$ cat config.mk
export PLATFORM = sky130hd
export DESIGN_NAME = wh_cache_lookup
export DESIGN_NICKNAME = d
export VERILOG_FILES = /design/src/rtl/wh_pkg.sv /design/src/rtl/wh_halt_store.sv /design/src/rtl/wh_way_bank.sv /design/src/rtl/wh_plru_table.sv /design/src/rtl/wh_cache_lookup.sv
export SDC_FILE = /design/constraint.sdc
export NUM_CORES = 2
export LEC_CHECK = 0
export BUFFER_PORTS_ARGS = -buffer_cell sky130_fd_sc_hd__buf_2
export CAP_MARGIN = 40
export CORE_ASPECT_RATIO = 0.9
export CORE_UTILIZATION = 60
export DETAILED_ROUTE_END_ITERATION = 6
export PLACE_DENSITY = 0.77
export SLEW_MARGIN = 20
export SYNTH_ARGS = -nofsm -noshare
export SYNTH_HDL_FRONTEND = slang
export SYNTH_SLANG_ARGS = --single-unit
$ cat constraint.sdc
create_clock -name clk -period 8.5 [get_ports clk]
set_input_delay 0.85 -clock clk [delete_from_list [all_inputs] [get_ports clk]]
set_output_delay 0.85 -clock clk [all_outputs]
set_load 0.005 [all_outputs]
$ cat src/rtl/wh_pkg.sv
package wh_pkg;
    localparam int WAYS   = 4;
    localparam int HALT_W = 4;
    localparam int WAY_W  = $clog2(WAYS);

    typedef logic [2:0]       plru_t;
    typedef logic [WAY_W-1:0] way_t;

    typedef enum logic {
        ST_IDLE = 1'b0,
        ST_RESP = 1'b1
    } lk_state_t;

    function automatic way_t plru_victim(plru_t p);
        if (!p[0]) return p[1] ? way_t'(1) : way_t'(0);
        else       return p[2] ? way_t'(3) : way_t'(2);
    endfunction

    function automatic plru_t plru_touch(plru_t p, way_t w);
        plru_t r;
        r = p;
        if (!w[1]) begin
            r[0] = 1'b1;
            r[1] = ~w[0];
        end else begin
            r[0] = 1'b0;
            r[2] = ~w[0];
        end
        return r;
    endfunction
endpackage

$ cat src/rtl/wh_halt_store.sv
module wh_halt_store
    import wh_pkg::*;
#(
    parameter int IDX_W = 3
) (
    input  logic                     clk,
    input  logic                     rst_n,
    input  logic                     lk_valid,
    input  logic [IDX_W-1:0]         lk_set,
    input  logic [HALT_W-1:0]        lk_halt,
    output logic [WAYS-1:0]          rd_en,
    input  logic                     wr_en,
    input  logic [IDX_W-1:0]         wr_set,
    input  way_t                     wr_way,
    input  logic [HALT_W-1:0]        wr_halt
);
    localparam int SETS = 1 << IDX_W;

    logic [HALT_W-1:0] halt_q [SETS][WAYS];
    logic [WAYS-1:0]   vld_q  [SETS];

    always_ff @(posedge clk or negedge rst_n) begin
        if (!rst_n) begin
            for (int s = 0; s < SETS; s++) vld_q[s] <= '0;
        end else if (wr_en) begin
            vld_q[wr_set][wr_way] <= 1'b1;
        end
    end

    always_ff @(posedge clk) begin
        if (wr_en) halt_q[wr_set][wr_way] <= wr_halt;
    end

    // Static compare, evaluated alongside set decode
    for (genvar w = 0; w < WAYS; w++) begin : g_cmp
        assign rd_en[w] = lk_valid && vld_q[lk_set][w] &&
                          (halt_q[lk_set][w] == lk_halt);
    end
endmodule

$ cat src/rtl/wh_way_bank.sv
module wh_way_bank #(
    parameter int IDX_W  = 3,
    parameter int TAG_W  = 13,
    parameter int DATA_W = 32
) (
    input  logic              clk,
    input  logic              rst_n,
    input  logic              rd_en,
    input  logic [IDX_W-1:0]  rd_set,
    input  logic              wr_en,
    input  logic [IDX_W-1:0]  wr_set,
    input  logic [TAG_W-1:0]  wr_tag,
    input  logic [DATA_W-1:0] wr_data,
    output logic [TAG_W-1:0]  tag_out,
    output logic [DATA_W-1:0] data_out
);
    localparam int SETS = 1 << IDX_W;

    logic [TAG_W-1:0]  tag_mem  [SETS];
    logic [DATA_W-1:0] data_mem [SETS];

    always_ff @(posedge clk) begin
        if (wr_en) begin
            tag_mem[wr_set]  <= wr_tag;
            data_mem[wr_set] <= wr_data;
        end
    end

    // Read port: array output only updates when enabled
    always_ff @(posedge clk or negedge rst_n) begin
        if (!rst_n) begin
            tag_out  <= '0;
            data_out <= '0;
        end else if (rd_en) begin
            tag_out  <= tag_mem[rd_set];
            data_out <= data_mem[rd_set];
        end
    end
endmodule

$ cat src/rtl/wh_plru_table.sv
module wh_plru_table
    import wh_pkg::*;
#(
    parameter int IDX_W = 3
) (
    input  logic             clk,
    input  logic             rst_n,
    input  logic             touch_en,
    input  logic [IDX_W-1:0] touch_set,
    input  way_t             touch_way,
    input  logic             fill_en,
    input  logic [IDX_W-1:0] fill_set,
    output way_t             victim
);
    localparam int SETS = 1 << IDX_W;

    plru_t plru_q [SETS];
    plru_t fill_view;

    always_comb begin
        fill_view = plru_q[fill_set];
        if (touch_en && touch_set == fill_set)
            fill_view = plru_touch(fill_view, touch_way);
        victim = plru_victim(fill_view);
    end

    always_ff @(posedge clk or negedge rst_n) begin
        if (!rst_n) begin
            for (int s = 0; s < SETS; s++) plru_q[s] <= '0;
        end else begin
            if (touch_en) plru_q[touch_set] <= plru_touch(plru_q[touch_set], touch_way);
            if (fill_en)  plru_q[fill_set]  <= plru_touch(fill_view, victim);
        end
    end
endmodule

$ cat src/rtl/wh_cache_lookup.sv
module wh_cache_lookup
    import wh_pkg::*;
#(
    parameter int ADDR_W = 16,
    parameter int IDX_W  = 3,
    parameter int DATA_W = 32
) (
    input  logic              clk,
    input  logic              rst_n,
    input  logic              req_valid,
    input  logic [ADDR_W-1:0] req_addr,
    input  logic              refill_valid,
    input  logic [ADDR_W-1:0] refill_addr,
    input  logic [DATA_W-1:0] refill_data,
    output logic              rsp_valid,
    output logic              rsp_hit,
    output logic [1:0]        rsp_way,
    output logic [DATA_W-1:0] rsp_data,
    output logic [3:0]        way_rd_en
);
    localparam int TAG_W = ADDR_W - IDX_W;

    // Address split
    logic [IDX_W-1:0] req_set, fill_set;
    logic [TAG_W-1:0] req_tag, fill_tag;
    assign req_set  = req_addr[IDX_W-1:0];
    assign req_tag  = req_addr[ADDR_W-1:IDX_W];
    assign fill_set = refill_addr[IDX_W-1:0];
    assign fill_tag = refill_addr[ADDR_W-1:IDX_W];

    lk_state_t        state_q, state_d;
    logic [IDX_W-1:0] set_q;
    logic [TAG_W-1:0] tag_q;
    logic [WAYS-1:0]  en_q;

    logic [WAYS-1:0]   en;
    logic [TAG_W-1:0]  bank_tag  [WAYS];
    logic [DATA_W-1:0] bank_data [WAYS];
    logic [WAYS-1:0]   match;
    way_t              victim;
    way_t              hit_way;
    logic              hit;

    wh_halt_store #(.IDX_W(IDX_W)) u_halt (
        .clk     (clk),
        .rst_n   (rst_n),
        .lk_valid(req_valid),
        .lk_set  (req_set),
        .lk_halt (req_tag[HALT_W-1:0]),
        .rd_en   (en),
        .wr_en   (refill_valid),
        .wr_set  (fill_set),
        .wr_way  (victim),
        .wr_halt (fill_tag[HALT_W-1:0])
    );

    for (genvar w = 0; w < WAYS; w++) begin : g_way
        wh_way_bank #(.IDX_W(IDX_W), .TAG_W(TAG_W), .DATA_W(DATA_W)) u_bank (
            .clk     (clk),
            .rst_n   (rst_n),
            .rd_en   (en[w]),
            .rd_set  (req_set),
            .wr_en   (refill_valid && victim == way_t'(w)),
            .wr_set  (fill_set),
            .wr_tag  (fill_tag),
            .wr_data (refill_data),
            .tag_out (bank_tag[w]),
            .data_out(bank_data[w])
        );
        assign match[w] = en_q[w] && (bank_tag[w] == tag_q);
    end

    wh_plru_table #(.IDX_W(IDX_W)) u_plru (
        .clk      (clk),
        .rst_n    (rst_n),
        .touch_en (rsp_valid && hit),
        .touch_set(set_q),
        .touch_way(hit_way),
        .fill_en  (refill_valid),
        .fill_set (fill_set),
        .victim   (victim)
    );

    // Next-state logic
    always_comb begin
        state_d = state_q;
        unique case (state_q)
            ST_IDLE: state_d = req_valid ? ST_RESP : ST_IDLE;
            ST_RESP: state_d = req_valid ? ST_RESP : ST_IDLE;
        endcase
    end

    // State register and captured request
    always_ff @(posedge clk or negedge rst_n) begin
        if (!rst_n) begin
            state_q <= ST_IDLE;
            set_q   <= '0;
            tag_q   <= '0;
            en_q    <= '0;
        end else begin
            state_q <= state_d;
            en_q    <= en;
            if (req_valid) begin
                set_q <= req_set;
                tag_q <= req_tag;
            end
        end
    end

    // Outputs
    always_comb begin
        hit_way   = '0;
        hit       = 1'b0;
        rsp_valid = 1'b0;
        rsp_data  = '0;
        for (int w = WAYS - 1; w >= 0; w--) begin
            if (match[w]) begin
                hit_way = way_t'(w);
                hit     = 1'b1;
            end
        end
        unique case (state_q)
            ST_IDLE: rsp_valid = 1'b0;
            ST_RESP: begin
                rsp_valid = 1'b1;
                if (hit) rsp_data = bank_data[hit_way];
            end
        endcase
        rsp_hit   = rsp_valid && hit;
        rsp_way   = rsp_hit ? hit_way : 2'd0;
        way_rd_en = en;
    end
endmodule

==> reports/metrics.cfg <==
[outcome]
status = complete, no violations

[synthesis]
synth_top_cell_area_share = 0.656
syn_area_mm2 = 0.0660
synth_top_family_by_area = multiplexers
netlist_top_cells_count = edfxtp_1 (1440), mux4_2 (372), nand2_1 (322), dfrtp_1 (257), mux2i_1 (234)
ys_top_cells_by_area = edfxtp_1 (66%), mux4_2 (13%), dfrtp_1 (9.8%)
yosys.area.top_type = edfxtp_1
synth-seq-cells = 1697
synth_compound_area_frac = 0.0278
synth_fp_nets = 3452
synth_edf_count = 1440
synth_mux_area_frac = 0.166
ys_async_sr_fraction = 0.151
synthSimpleGateAreaFrac = 0.0291
synth_cell_types = 52
synthAdderAreaFrac = 0
synth-main-ff-cell = edfxtp_1
syn_avg_cell_area_um2 = 19.5
synthCells = 3384
synth.most_common_cell = edfxtp_1
synth_xor_area_frac = 0.00943
seq_area_frac_synth = 0.753
ys_warn_count = 0

[route]
via_per_inst = 6.70
drc = 0
drt_iter0_markers = 4452
wl_mm = 167
antenna_left = 0
first_pass_iters = 6
wl_per_cell_um = 32.4
vias = 34443

[cts]
clock_sinks = 1697
numCtsBuffers = 163
cts_setup_buffers = 0
hold_buffers = 0
clock-root-buffer = clkbuf_16
cts_resized = 0
htreeDepth = 4
insertion_delay_ps = 760
clkTransAtPathRegs_ps = 60
cts_tree = built
cts_buffer_depth = 3

[sta]
slew_headroom = 0.248
rsz0062_at_grt = no
max_freq_ghz = 0.182
fin_crit_ps = 5480
post-route-period-util = 0.645
tightest_slew_ps = 1130
worst_clock_skew_ps = 25.8
final_hold_viol_count = 0
maxSlewViolCount = 0
setup_violations = 0
tns_ps = 0

[grt]
grt_pass1_vias = 35557
grt.overflow.total = 0
grt.total_usage = 0.308
antenna_found_initial = 4
grt_start_max_net_pins = 129
grt_first_pass_wirelength_mm = 243

[setup_path]
end_kind = output pin
r2r_setup_slack_ps = 3800
crit_type = reg2out
cp_num_buf_inv = 2
worst_path_max_delay_cell = or4_2
critPathLaunchType = flip-flop
timing.rr.start = tag_q[4]
path_depth = 8
timing.rr.end = g_way[0].u_bank.data_mem[1][23]
timing.critical_path.from = tag_q[7]
arrival_ps = 4630
critical-path-top-delay-family = simple AND/OR/NAND/NOR gates
cpPeakStageDelay_ps = 1120
cp_max_fo = 32
worstPathRequired_ps = 7650
crit_path_cell_trace = xnor2_1, nand4_1, or4_2, a21oi_4, buf_4, nand2_1, a31oi_1, buf_2
rr_worst_depth = 8
crit_end = rsp_data[31]

[placed_design]
portBuffers = 107
place_hpwl_mm = 90.4
gp_congestion = 0.892

[worst_hold_path]
hold_path_class = in2async

[run]
drv_cap = 0

[cells_and_area]
final_core_util = 0.684
area_growth_pct = 13.1
layout-drive-gt1-share = 0.247
fillers = 6631
fin_nets = 3605

[power]
finalPower_mw = 19.2
ir_worst_vdd_mv = 0.204
p_leak_nw = 25.5
power_per_cell_area_mw_per_mm2 = 257

[floorplan]
rows = 115
io_pins = 108
die_y_um = 317
die_area_mm2 = 0.111
die_w_um = 351
start_util = 0.605
core_area_mm2 = 0.109

-- cell usage in the layout, fill, tap and decap left out, types with 33 or more instances in the layout --
cell type	count
buf_4	68
mux4_2	372
nor2_1	41
o31ai_1	33
clkbuf_16	169
clkinv_2	33
buf_2	103
mux2i_1	234
clkbuf_1	38
edfxtp_1	1440
o21ai_0	185
nand2_1	320
xnor2_1	67
dfrtp_1	256
-- power breakdown --
group          leakage, nW  total [mW]  internal, mW  switching, mW
registers             16.3        10.0          9.65          0.388
clock network         2.72        7.48          4.36           3.12
logic                 6.54        1.65         0.671          0.978
total                 25.5        19.2          14.7           4.49
-- state kept, by name (all words and copies together) (netlist names) --
name / cells
g_way.u_bank.data_out: 128
g_way.u_bank.tag_out: 52
u_plru.plru_q: 24
u_halt.vld_q: 32
en_q: 4
g_way.u_bank.tag_mem: 416
tag_q: 13
g_way.u_bank.data_mem: 1024
set_q: 3
state_q: 1
-- cell families (layout without fill, tap and decap cells) --
family,count (synthesis),in the layout
flip-flops,1697,1697
AO/OA/AOI/OAI,305,305
multiplexers,625,625
XOR/XNOR,71,71
buffers and inverters,230,523
other,0,4
AND/OR/NAND/NOR,456,456
-- per-layer routing --
layer / part of all wire / wire length [µm] / GRT usage
met1: 0.37 / 61200 / 0.424
met2: 0.49 / 81600 / 0.497
met3: 0.11 / 17800 / 0.0598
met4: 0.035 / 5910 / 0.116
met5: 0.00016 / 27 / 0
-- worst register-to-register path, cell delays in order (launching register included) --
cell	delay [ps]
dfrtp_1	530
xnor2_1	260
nand4_1	170
nor4_4	730
o21ai_2	160
o2bb2ai_2	250
nand2b_2	570
nor2_4	800
buf_4	790
-- worst min path at each step --
stage | from | end | slack [ps] | depth (start not counted)
CTS | rst_n | u_plru.plru_q[19] | 200 | 1
global route | rst_n | u_plru.plru_q[22] | 230 | 1
global placement | u_halt.vld_q[1] | u_halt.vld_q[1] | 450 | 1
floorplan | u_halt.vld_q[20] | u_halt.vld_q[20] | 440 | 1
detailed placement | u_halt.vld_q[22] | u_halt.vld_q[22] | 460 | 1
finish | rst_n | u_plru.plru_q[22] | 150 | 1
-- per-stage QoR --
step | hold slack, ps | area (µm²) | setup WS, ps | cells
after floorplan | 438 | 66000 | 3510 | 3384
after global placement | 453 | 68200 | 3430 | 4803
after detailed placement | 460 | 68900 | 3560 | 4828
after CTS | 205 | 74400 | 3070 | 5133
after global routing | 225 | 74600 | 2990 | 5139
final | 151 | 74600 | 3020 | 5143
-- final cells by class --
| cell class | instances | area, µm² | area share |
|---|---|---|---|
| antenna | 4 | 10.0 | 0.000134 |
| multi-input combinational | 1457 | 15600 | 0.209 |
| timing repair buffer | 207 | 1880 | 0.0253 |
| sequential | 1697 | 49700 | 0.666 |
| tap | 1462 | 1830 | 0.0245 |
| clock inverter | 82 | 953 | 0.0128 |
| clock buffer | 223 | 4590 | 0.0616 |
| inverter | 11 | 41.3 | 0.000554 |
No activity file was read; power rests on OpenSTA's default activity.
